===== config.mk =====
export PLATFORM = sky130hd
export DESIGN_NAME = pc_addr_gen
export DESIGN_NICKNAME = d
export VERILOG_FILES = /design/src/rtl/pc_addr_gen_pkg.sv /design/src/rtl/pc_next_calc.sv /design/src/rtl/link_sequencer.sv /design/src/rtl/pc_addr_gen.sv
export SDC_FILE = /design/constraint.sdc
export NUM_CORES = 1
export LEC_CHECK = 0
export ABC_AREA = 0
export BUFFER_PORTS_ARGS = -buffer_cell sky130_fd_sc_hd__buf_4
export CORE_UTILIZATION = 55
export CTS_CLUSTER_DIAMETER = 120
export DETAILED_ROUTE_END_ITERATION = 16
export HOLD_SLACK_MARGIN = 0.02
export PLACE_DENSITY = 0.9
export SETUP_SLACK_MARGIN = 0.4
export SKIP_CTS_REPAIR_TIMING = 1
export SYNTH_ARGS = -nofsm -noshare
export SYNTH_HDL_FRONTEND = slang
export SYNTH_HIERARCHICAL = 1
export SYNTH_SLANG_ARGS = --single-unit

===== constraint.sdc =====
create_clock -name clk -period 3.58 [get_ports clk]
set_input_delay 0.358 -clock clk [delete_from_list [all_inputs] [get_ports clk]]
set_output_delay 0.358 -clock clk [all_outputs]
set_load 0.05 [all_outputs]

===== src/rtl/pc_addr_gen_pkg.sv =====
package pc_addr_gen_pkg;

    typedef enum logic [1:0] {
        PCSRC_INC    = 2'b00,
        PCSRC_BRANCH = 2'b01,
        PCSRC_REG    = 2'b10,
        PCSRC_RSVD   = 2'b11
    } pc_src_t;

    typedef enum logic [1:0] {
        LNK_IDLE      = 2'b00,
        LNK_FORWARD   = 2'b01,
        LNK_WRITEBACK = 2'b10
    } link_state_t;

endpackage


===== src/rtl/pc_next_calc.sv =====
module pc_next_calc
    import pc_addr_gen_pkg::*;
#(
    parameter int ADDR_W = 32,
    parameter int STEP   = 4
) (
    input  logic [ADDR_W-1:0] cur_pc,
    input  logic [1:0]        src_sel,
    input  logic              taken,
    input  logic [ADDR_W-1:0] offset,
    input  logic [ADDR_W-1:0] reg_target,
    output logic [ADDR_W-1:0] next_pc
);
    localparam int               LOW_BITS   = $clog2(STEP);
    localparam logic [ADDR_W-1:0] ALIGN_MASK = ~((ADDR_W'(1) << LOW_BITS) - ADDR_W'(1));
    localparam logic [ADDR_W-1:0] STEP_V     = ADDR_W'(STEP);

    pc_src_t src;

    always_comb begin
        src = pc_src_t'(src_sel);
        unique case (src)
            PCSRC_INC:    next_pc = cur_pc + STEP_V;
            PCSRC_BRANCH: next_pc = taken ? (cur_pc + (offset & ALIGN_MASK)) : cur_pc;
            PCSRC_REG:    next_pc = reg_target & ALIGN_MASK;
            PCSRC_RSVD:   next_pc = cur_pc;
            default:      next_pc = cur_pc;
        endcase
    end

endmodule


===== src/rtl/link_sequencer.sv =====
module link_sequencer
    import pc_addr_gen_pkg::*;
(
    input  logic clk,
    input  logic rst_n,
    input  logic capture,
    output logic fwd,
    output logic wr
);
    link_state_t state, state_nx;

    always_comb begin
        state_nx = state;
        unique case (state)
            LNK_IDLE:      state_nx = capture ? LNK_FORWARD : LNK_IDLE;
            LNK_FORWARD:   state_nx = capture ? LNK_FORWARD : LNK_WRITEBACK;
            LNK_WRITEBACK: state_nx = capture ? LNK_FORWARD : LNK_IDLE;
            default:       state_nx = LNK_IDLE;
        endcase
    end

    always_ff @(posedge clk or negedge rst_n) begin
        if (!rst_n) state <= LNK_IDLE;
        else        state <= state_nx;
    end

    always_comb begin
        fwd = 1'b0;
        wr  = 1'b0;
        unique case (state)
            LNK_IDLE:      ;
            LNK_FORWARD:   fwd = 1'b1;
            LNK_WRITEBACK: wr  = 1'b1;
            default:       ;
        endcase
    end

    assert_fwd_then_wr_R8: assert property (@(posedge clk) disable iff (!rst_n)
        (fwd && !capture) |=> wr);
    assert_capture_fwd_R8: assert property (@(posedge clk) disable iff (!rst_n)
        capture |=> fwd);
    assert_exclusive_R8: assert property (@(posedge clk) disable iff (!rst_n)
        $onehot0({fwd, wr}));

endmodule


===== src/rtl/pc_addr_gen.sv =====
module pc_addr_gen
    import pc_addr_gen_pkg::*;
#(
    parameter int ADDR_W = 32,
    parameter int STEP   = 4
) (
    input  logic              clk,
    input  logic              rst_n,
    input  logic              pc_we,
    input  logic [1:0]        pc_sel,
    input  logic              save_ret,
    input  logic              branch_taken,
    input  logic [ADDR_W-1:0] branch_offset,
    input  logic [ADDR_W-1:0] ra_value,
    output logic [ADDR_W-1:0] pc,
    output logic [ADDR_W-1:0] ret_addr,
    output logic              ret_fwd,
    output logic              link_we
);
    localparam int LOW_BITS = $clog2(STEP);

    logic [ADDR_W-1:0] pc_q, ret_q, pc_nx;
    logic              capture;

    pc_next_calc #(.ADDR_W(ADDR_W), .STEP(STEP)) u_calc (
        .cur_pc     (pc_q),
        .src_sel    (pc_sel),
        .taken      (branch_taken),
        .offset     (branch_offset),
        .reg_target (ra_value),
        .next_pc    (pc_nx)
    );

    assign capture = pc_we && (pc_sel == PCSRC_REG) && save_ret;

    always_ff @(posedge clk or negedge rst_n) begin
        if (!rst_n)     pc_q <= '0;
        else if (pc_we) pc_q <= pc_nx;
    end

    always_ff @(posedge clk or negedge rst_n) begin
        if (!rst_n)       ret_q <= '0;
        else if (capture) ret_q <= pc_q;
    end

    link_sequencer u_seq (
        .clk     (clk),
        .rst_n   (rst_n),
        .capture (capture),
        .fwd     (ret_fwd),
        .wr      (link_we)
    );

    assign pc       = pc_q;
    assign ret_addr = ret_q;

    assert_pc_hold_R3: assert property (@(posedge clk) disable iff (!rst_n)
        !pc_we |=> $stable(pc));
    assert_pc_inc_R2: assert property (@(posedge clk) disable iff (!rst_n)
        (pc_we && pc_sel == PCSRC_INC) |=> (pc == $past(pc) + ADDR_W'(STEP)));
    assert_not_taken_R5: assert property (@(posedge clk) disable iff (!rst_n)
        (pc_we && pc_sel == PCSRC_BRANCH && !branch_taken) |=> $stable(pc));
    assert_ret_hold_R7: assert property (@(posedge clk) disable iff (!rst_n)
        !capture |=> $stable(ret_addr));
    assert_ret_save_R7: assert property (@(posedge clk) disable iff (!rst_n)
        capture |=> (ret_addr == $past(pc)));
    always_comb begin
        if (rst_n) assert_aligned_R6: assert (pc[LOW_BITS-1:0] == '0);
    end

endmodule


# After elaboration in Yosys (flattened, before gate mapping)
# Cells that the tools add are included.
[op_classes] n_reduce_logical=6 n_eq_ne=6 bitwise=1 mux=7 add_sub_neg=2
[ops] op="case mux 32 bit (3 select lines)" n=1
[ops] op="adder 32 x 3 -> 32 bit, second input constant" n=1
[ops] op="adder 32 bit" n=1
[ops] op="two-way mux 32 bit" n=1
[ops] op="== test 2 bit, second input constant" n=3
[ops] op="== test 2 x 1 -> 1 bit, second input constant" n=2
[ops] op="logical NOT 2 bit" n=2
[ops] op="case mux 2 bit (2 select lines)" n=1
[ops] op="two-way mux 1 bit" n=3
[ops] op="AND reduction 3 bit" n=1
[ops] op="logical AND 1 bit" n=2
[ops] op="two-way mux 2 bit" n=1
[ops] op="!= test 2 bit, second input constant" n=1
[ops] op="OR reduction 2 bit" n=1
[ops] op="NOT 1 bit" n=1
[totals] word_cells=25 inputBits=71 ff_bits=66 output_inout_bits=66

# Logic depth before layout (Yosys ltp)
# Gate-level depths: netlist of the first run.
[logic_depth] depth_word=5 mapped_depth=12 ltp_nobuf=12

# By module
# The synthesis of the first run kept the hierarchy.
[by_module_without_submodules] mod="pc_next_calc" instances=1 area_per_inst_um2=3179.3 cells_per_inst=522 seq_area_each_um2=0.0
[by_module_without_submodules] mod="pc_addr_gen" instances=1 area_per_inst_um2=2514.9 cells_per_inst=137 seq_area_each_um2=1601.5
[by_module_without_submodules] mod="link_sequencer" instances=1 area_per_inst_um2=82.6 cells_per_inst=6 seq_area_each_um2=50.0

# Worst setup path after synthesis of the first run
# OpenSTA, ideal clock, no wires.
[synth_path] kind="register -> register" from="reg pc_q[2] (netlist: pc[2])" to="reg pc_q[14] (netlist: pc[14])" slack_ns=0.419 arrival_ns=3.036 n_path_buf=0 period_less_slack_ns=3.161 stages_incl_launch_ff=13 cell_sequence="dfrtp_1 > ha_1 > inv_1 > fa_1 > nor2b_1 > o31a_1 > o31a_1 > a21oi_1 > o21bai_1 > xnor2_1 > a21oi_1 > mux4_2 > mux2_2"
[synth_via] elab_chain_cells=3 elab_cells_between_ends=4 cone_classes="add/sub (2); mux (2)"
[synth_rtl] element="start, declared" line="pc_addr_gen.sv:22" text="logic [ADDR_W-1:0] pc_q, ret_q, pc_nx;"
[synth_rtl] element="start signal, assigned" line="pc_addr_gen.sv:38" text="else if (pc_we) pc_q <= pc_nx;"
[synth_rtl] element="adder 32 bit" line="pc_next_calc.sv:24" text="PCSRC_BRANCH: next_pc = taken ? (cur_pc + (offset & ALIGN_MASK)) : cur_pc;"
[synth_rtl] element="two-way mux 32 bit" line="pc_next_calc.sv:24"
[synth_rtl] element="case mux 32 bit (3 select lines) (*)" line="pc_next_calc.sv:22" text="unique case (src)"
[synth_rtl] element="net pc_nx[14]" line="pc_addr_gen.sv:22"
# Mark *: on every way through the listed nets, which the timed path passes. The rest lies on a longest branch. The select of a mux whose other input is x is not followed.
# A chain may end at the register's enable or synchronous reset.

# Worst setup path in the final report of the first run
# Same ends and word-level chain as after synthesis.

==> results.md, run 1 <==
- Mux share of post-synthesis cell area: 0.169
- TritonCTS Buffers: 9
- Starting Density: 0.565
- Max Cap Viol: 0
- Syn-to-layout area delta: 22.9%
- Yosys top cell area share: 0.286
- Initial DRT Pass Iterations: 12
- IO Pins: 137
- Sequential share of power: 0.241
- Slew HR: 0.426
- Width of the die: 104 um
- Hold crit path type: in -> async
- Post-synthesis compound-gate area fraction: 0.200
- CP endpoint kind: flop
- CTS tree: yes
- Yosys warning count: 6
- Initial antenna violation count: 0
- Clock Power Share: 0.097
- Crit path time final: 3.14 ns
- Slew @ Worst Pin: 0.860 ns
- Most common cell after layout, fill and taps aside: buf_4
- Final instance area: 0.00710 mm2
- Async S/R FF share, synth: 1.00
- Failing checks: design-rule violations
- EDFF count, synth: 0
- Dominant cells by area after synthesis: dfrtp_1, mux2_4, mux2_2
- Critical path launch point type: flop
- Worst path slowest cell: mux4_2
- CTS clk-pin slew, worst paths: 0.08 ns
- Drt initial violations: 1039
- Leakage: 3.28 nW
- Final nets: 893
- Antenna Cells: 0
- Mean post-synth cell area: 8.69 um2
- Adder-cell area share of the yosys netlist: 0.0684
- Crit path top cell by count: o31a_1
- DR WL/cell: 20.0 um
- Mapped cell area: 0.00578 mm2
- Layout cells sized above 1: 0.312
- Final wirelength: 18600 um
- Core area: 0.0102 mm2
- Crit path arrival time: 3.39 ns
- Reg-to-Reg End: pc[14]$_DFFE_PN0P_
- Vias/cell: 6.45
- All-Layer GR Usage: 0.337
- Max Slew Vio Count: 0
- Setup ws final: 0.443 ns
- Global-route wire length before repair: 28800 um
- RSZ-0062 raised after global routing: yes
- Clk sinks: 66
- Routability congestion estimate: 0.939
- Int Power: 2.69 mW
- Final setup viols: 0
- R2r startpoint: pc[2]$_DFFE_PN0P_
- Synthesized flop and latch total: 66
- Vias: 6008
- Post-Synth XOR/XNOR Area: 0.0576
- Largest family of logic cells by synthesized area: compound AO/OA/AOI/OAI gates
- CP delay by family, top: compound AO/OA/AOI/OAI gates
- Final cell count without fillers: 931
- Synth unique cells: 62
- Setup_tns: 0 ns
- DRT antenna net count: 0
- Fillcell total: 808
- Max Clock Skew: 0.0129 ns
- Crit share post-route: 0.876
- FF-to-FF path depth: 12
- Fin. Hold Viols: 0
- F_max: 0.319 GHz
- Worst path max stage delay: 0.49 ns
- Post-Place Cell Area: 0.00690 mm2
- Primary FF master, synth: dfrtp_1
- Dpl hpwl: 13500 um
- Cell area power density: 802 mW/mm2
- Dpl ws: 0.411 ns
- FP Rows: 37
- Area leader, netlist: dfrtp_1
- Power share of the combinational group: 0.662
- Sw Ratio: 0.527
- Vias in the first global route: 5453
- Sw power: 3.00 mW
- H-tree Lvls: 3
- Req. time, crit path: 3.83 ns
- Longest Clk Path Bufs: 2
- PortBufs: 132
- Critical setup path kind: reg -> reg
- Die area: 0.0109 mm2
- Reg2Reg Setup Slack: 0.44 ns
- Post-Place Cells: 916
- Post-layout util: 0.694
- CP max FO: 4
- Crit-path cells: ha_1 > inv_1 > fa_1 > nor2b_1 > o31a_1 > o31a_1 > a21oi_2 > o21bai_1 > xnor2_1 > a21oi_1 > mux4_2 > mux2_2
- Root Buffer: clkbuf_8
- Sequential cell area fraction in the yosys report: 0.286
- Synth Area in Simple Gates: 0.182
- Synth Net Count: 767
- Synthesized instance count: 665
- Pin count of the biggest net entering global routing: 67
- Peak VDD IR: 0.000471 V
- Buf+Inv Stages, Crit Path: 1
- Gr ovfl total: 0
- Clk Latency, worst-skew pair: 0.36 ns
- Outcome: finished, violations left
- DIE HEIGHT: 104 um
- Commonest cells after routing, fill and taps aside: buf_4, nand2_1, dfrtp_1, nor2_1, a21oi_1
- DRC violation count after routing: 1
## through the flow
step                hold slack (ns)  total power [mW]
floorplan                    0.0624              3.90
global placement              0.468              4.90
detailed placement            0.494              5.02
CTS                           0.132              5.58
global route                  0.174              5.95
finish                       0.0978              5.69
## worst max-delay path by stage
stage                                 start                  to  slack, ns  cells past startpoint
after floorplan           pc[2]$_DFFE_PN0P_  pc[14]$_DFFE_PN0P_       0.42                     12
after global placement     branch_offset[2]  pc[28]$_DFFE_PN0P_       0.52                     13
after detailed placement   branch_offset[2]  pc[14]$_DFFE_PN0P_       0.41                     13
after CTS                 pc[3]$_DFFE_PN0P_  pc[14]$_DFFE_PN0P_       0.42                     11
after global routing      pc[2]$_DFFE_PN0P_  pc[14]$_DFFE_PN0P_       0.35                     12
final                     pc[2]$_DFFE_PN0P_  pc[14]$_DFFE_PN0P_       0.44                     12
## registers in the layout, summed over array words and instances (netlist names)
signal / count
ret_addr: 32
u_seq/state: 2
pc: 32
## power groups by stage
stage	clock, mW	sequential [mW]	combinational (mW)
floorplan	0	2.26	1.63
global placement	0	1.33	3.57
detailed placement	0	1.36	3.66
CTS	0.555	1.35	3.68
global route	0.589	1.40	3.97
finish	0.555	1.37	3.77
## cell families (layout without fill, tap and decap cells)
| group | after synthesis | after routing |
|---|---|---|
| XOR/XNOR | 38 | 38 |
| AO/OA/AOI/OAI | 184 | 184 |
| buffers and inverters | 47 | 177 |
| multiplexers | 77 | 77 |
| flip-flops | 66 | 66 |
| adder cells (fa/ha/maj) | 31 | 31 |
| AND/OR/NAND/NOR | 222 | 222 |
## worst reg2reg max path: cells and delay by family (launching register included)
kind                     cells  cell delay [ns]
adder cells (fa/ha/maj)      2             0.58
flip-flops                   1             0.36
XOR/XNOR                     1             0.14
buffers and inverters        1             0.06
AND/OR/NAND/NOR              1             0.21
multiplexers                 2             0.77
AO/OA/AOI/OAI                5             0.91
## per-layer routing
metal	GRT usage	routed length, um	up-vias
met5	0	0	-
met4	0.153	833	0
met3	0.0627	2000	100
met2	0.506	8140	440
met1	0.469	7630	2787
li1	-	-	2681
## cell usage after synthesis (5+ instances only)
cell / count
xor2_1: 15
a211oi_1: 11
inv_1: 12
o211ai_1: 10
clkbuf_1: 18
nand4_1: 8
nor3_1: 13
nor2b_1: 10
ha_1: 30
nor2_1: 64
and3_1: 10
nand2b_1: 5
buf_1: 5
a22oi_1: 5
a21oi_1: 63
dfrtp_1: 66
mux2_2: 36
mux2i_1: 10
o22ai_1: 10
xnor2_1: 23
a31oi_1: 8
mux2_4: 30
o21ai_0: 36
and2_1: 5
nand3_1: 19
buf_2: 7
a21o_1: 10
nand2_1: 72
## area by class of cell
| class | count | area [um2] | area share |
|---|---|---|---|
| Multi-Input combinational cell | 552 | 3950 | 0.556 |
| Clock buffer | 9 | 124 | 0.0174 |
| Tap cell | 136 | 170 | 0.0240 |
| Clock inverter | 6 | 35.0 | 0.00493 |
| Sequential cell | 66 | 1650 | 0.233 |
| Inverter | 13 | 48.8 | 0.00687 |
| Timing Repair Buffer | 149 | 1120 | 0.158 |
Power figures use the tool's default switching activity.
==> inputs of run 2 (changes only) <==
--- a/config.mk
+++ b/config.mk
@@ -7,11 +7,11 @@
 export LEC_CHECK = 0
 export ABC_AREA = 0
 export BUFFER_PORTS_ARGS = -buffer_cell sky130_fd_sc_hd__buf_4
-export CORE_UTILIZATION = 55
+export CORE_UTILIZATION = 35
 export CTS_CLUSTER_DIAMETER = 120
 export DETAILED_ROUTE_END_ITERATION = 16
 export HOLD_SLACK_MARGIN = 0.02
-export PLACE_DENSITY = 0.9
+export PLACE_DENSITY = 0.64
 export SETUP_SLACK_MARGIN = 0.4
 export SKIP_CTS_REPAIR_TIMING = 1
 export SYNTH_ARGS = -nofsm -noshare
==> results.md, run 2 (same netlist as run 1, synthesis figures left out) <==
- Outcome: finished clean
- Initial antenna violation count: 0 (unchanged)
- Vias/cell: 5.48 (-15%)
- Leakage: 3.38 nW (+3.0%)
- Die area: 0.0170 mm2 (+56%)
- Layout cells sized above 1: 0.310 (-0.00195)
- Core area: 0.0160 mm2 (+56%)
- DIE HEIGHT: 130 um (+25%)
- Drt initial violations: 459 (-56%)
- Clk sinks: 66 (unchanged)
- Starting Density: 0.361 (-0.204)
- Power share of the combinational group: 0.615 (-0.047)
- Int Power: 3.07 mW (+14%)
- Final setup viols: 0 (unchanged)
- Vias in the first global route: 5043 (-7.5%)
- Most common cell after layout, fill and taps aside: buf_4
- Slew @ Worst Pin: 0.915 ns (+0.0546 ns)
- Sw power: 2.95 mW (-1.7%)
- Vias: 5571 (-7.3%)
- Crit share post-route: 0.843 (-0.0332)
- Crit path arrival time: 3.23 ns (-0.16 ns)
- Dpl hpwl: 13500 um (+0.57%)
- Dpl ws: 0.497 ns (+0.0862 ns)
- Sequential share of power: 0.222 (-0.019)
- TritonCTS Buffers: 9 (unchanged)
- Crit-path cells: ha_1 > inv_1 > fa_1 > nor2b_1 > o31a_1 > o31a_1 > a21oi_1 > o21bai_1 > xnor2_1 > a21oi_1 > mux4_2 > mux2_2
- Critical setup path kind: reg -> reg
- F_max: 0.331 GHz (+3.9%)
- Longest Clk Path Bufs: 2 (unchanged)
- Fin. Hold Viols: 0 (unchanged)
- Global-route wire length before repair: 28000 um (-2.8%)
- Worst Setup SP: pc[2]$_DFFE_PN0P_
- CP delay by family, top: compound AO/OA/AOI/OAI gates
- Initial DRT Pass Iterations: 5 (-7)
- H-tree Lvls: 3 (unchanged)
- Clock Power Share: 0.163 (+0.066)
- Clk Latency, worst-skew pair: 0.33 ns (-0.03 ns)
- Final nets: 897 (+0.45%)
- Pin count of the biggest net entering global routing: 67 (unchanged)
- DRC violation count after routing: 0 (-1)
- Final wirelength: 18300 um (-1.6%)
- Setup_tns: 0 ns (unchanged)
- Routability congestion estimate: 0.898 (-4.4%)
- Root Buffer: clkbuf_16
- CTS clk-pin slew, worst paths: 0.06 ns (-0.02 ns)
- DR WL/cell: 18.0 um (-9.9%)
- Gr ovfl total: 0 (unchanged)
- Req. time, crit path: 3.79 ns (-0.04 ns)
- Peak VDD IR: 0.000328 V (-30%)
- Max Slew Vio Count: 0 (unchanged)
- All-Layer GR Usage: 0.218 (-0.119)
- Worst path slowest cell: mux4_2
- R2r startpoint: pc[2]$_DFFE_PN0P_
- CP endpoint kind: flop
- FP Rows: 46 (+24%)
- Max Clock Skew: 0.00793 ns (-0.00500 ns)
- Slew HR: 0.390 (-0.0364)
- Sw Ratio: 0.490 (-0.0374)
- Max Cap Viol: 0 (unchanged)
- Syn-to-layout area delta: 27.6%
- PortBufs: 132 (unchanged)
- IO Pins: 137 (unchanged)
- Buf+Inv Stages, Crit Path: 1 (unchanged)
- Width of the die: 130 um (+25%)
- Setup ws final: 0.561 ns (+0.119 ns)
- DRT antenna net count: 0 (unchanged)
- Worst path max stage delay: 0.45 ns (-0.04 ns)
- Fillcell total: 1584 (+96%)
- Critical path launch point type: flop
- Commonest cells after routing, fill and taps aside: buf_4, nand2_1, dfrtp_1
- Antenna Cells: 0 (unchanged)
- CTS tree: yes
- Hold crit path type: in -> async
- Cell area power density: 817 mW/mm2 (+1.9%)
- Crit path time final: 3.02 ns (-0.119 ns)
- RSZ-0062 raised after global routing: yes
- CP max FO: 4 (unchanged)
[run 2: cell types whose count changed in the layout (fill, tap and decap cells not counted), sizes merged]
cell      previous run  this run
buf                149       153
bufinv               0         2
clkbuf               9        10
clkinv               5         4
clkinvlp             2         1
[run 2: cell type report]
class / instances / area (um2) / area share
Clock buffer: 10 / 239 / 0.0324
Inverter: 13 / 48.8 / 0.00662
Multi-Input combinational cell: 552 / 3920 / 0.532
Tap cell: 216 / 270 / 0.0367
Timing Repair Buffer: 153 / 1150 / 0.156
Clock inverter: 6 / 90.1 / 0.0122
Sequential cell: 66 / 1650 / 0.224
[run 2: path summary, 6_finish.rpt]
kind                                             to  slack (ns)  depth (start not counted)
min in group clk                  pc[6]$_DFFE_PN0P_        0.44                          4
hold reg to reg            u_seq/state[1]$_DFF_PN0_        0.49                          1
setup reg to reg                 pc[14]$_DFFE_PN0P_        0.56                         12
max in group asynchronous         pc[3]$_DFFE_PN0P_        2.77                          1
hold / removal                    pc[9]$_DFFE_PN0P_        0.15                          1
setup / recovery                 pc[14]$_DFFE_PN0P_        0.56                         12
[run 2: metal layers]
layer / wire (um) / up-vias / global-route usage
met5: 0 / - / 0
met4: 421 / 0 / 0.0805
met3: 1250 / 24 / 0.0342
met2: 7960 / 219 / 0.316
met1: 8670 / 2635 / 0.322
li1: - / 2693 / -
[run 2: power groups by stage]
stage                     logic, mW  clock network [mW]  registers, mW
after global routing           3.98                1.03           1.38
after floorplan                1.63                   0           2.26
after detailed placement       3.66                   0           1.34
after CTS                      3.68               0.992           1.33
final                          3.70               0.983           1.34
after global placement         3.65                   0           1.34
[run 2: per-stage QoR]
stage / cell area (um2) / hold slack, ns / util / cells / total power, mW
floorplan: 5780 / 0.0624 / - / 665 / 3.90
global placement: 7030 / 0.477 / 0.440 / 1000 / 4.99
detailed placement: 7030 / 0.474 / 0.440 / 1000 / 5.01
CTS: 7360 / 0.189 / 0.460 / 1016 / 6.01
global route: 7370 / 0.226 / 0.461 / 1016 / 6.39
finish: 7370 / 0.149 / 0.461 / 1016 / 6.02
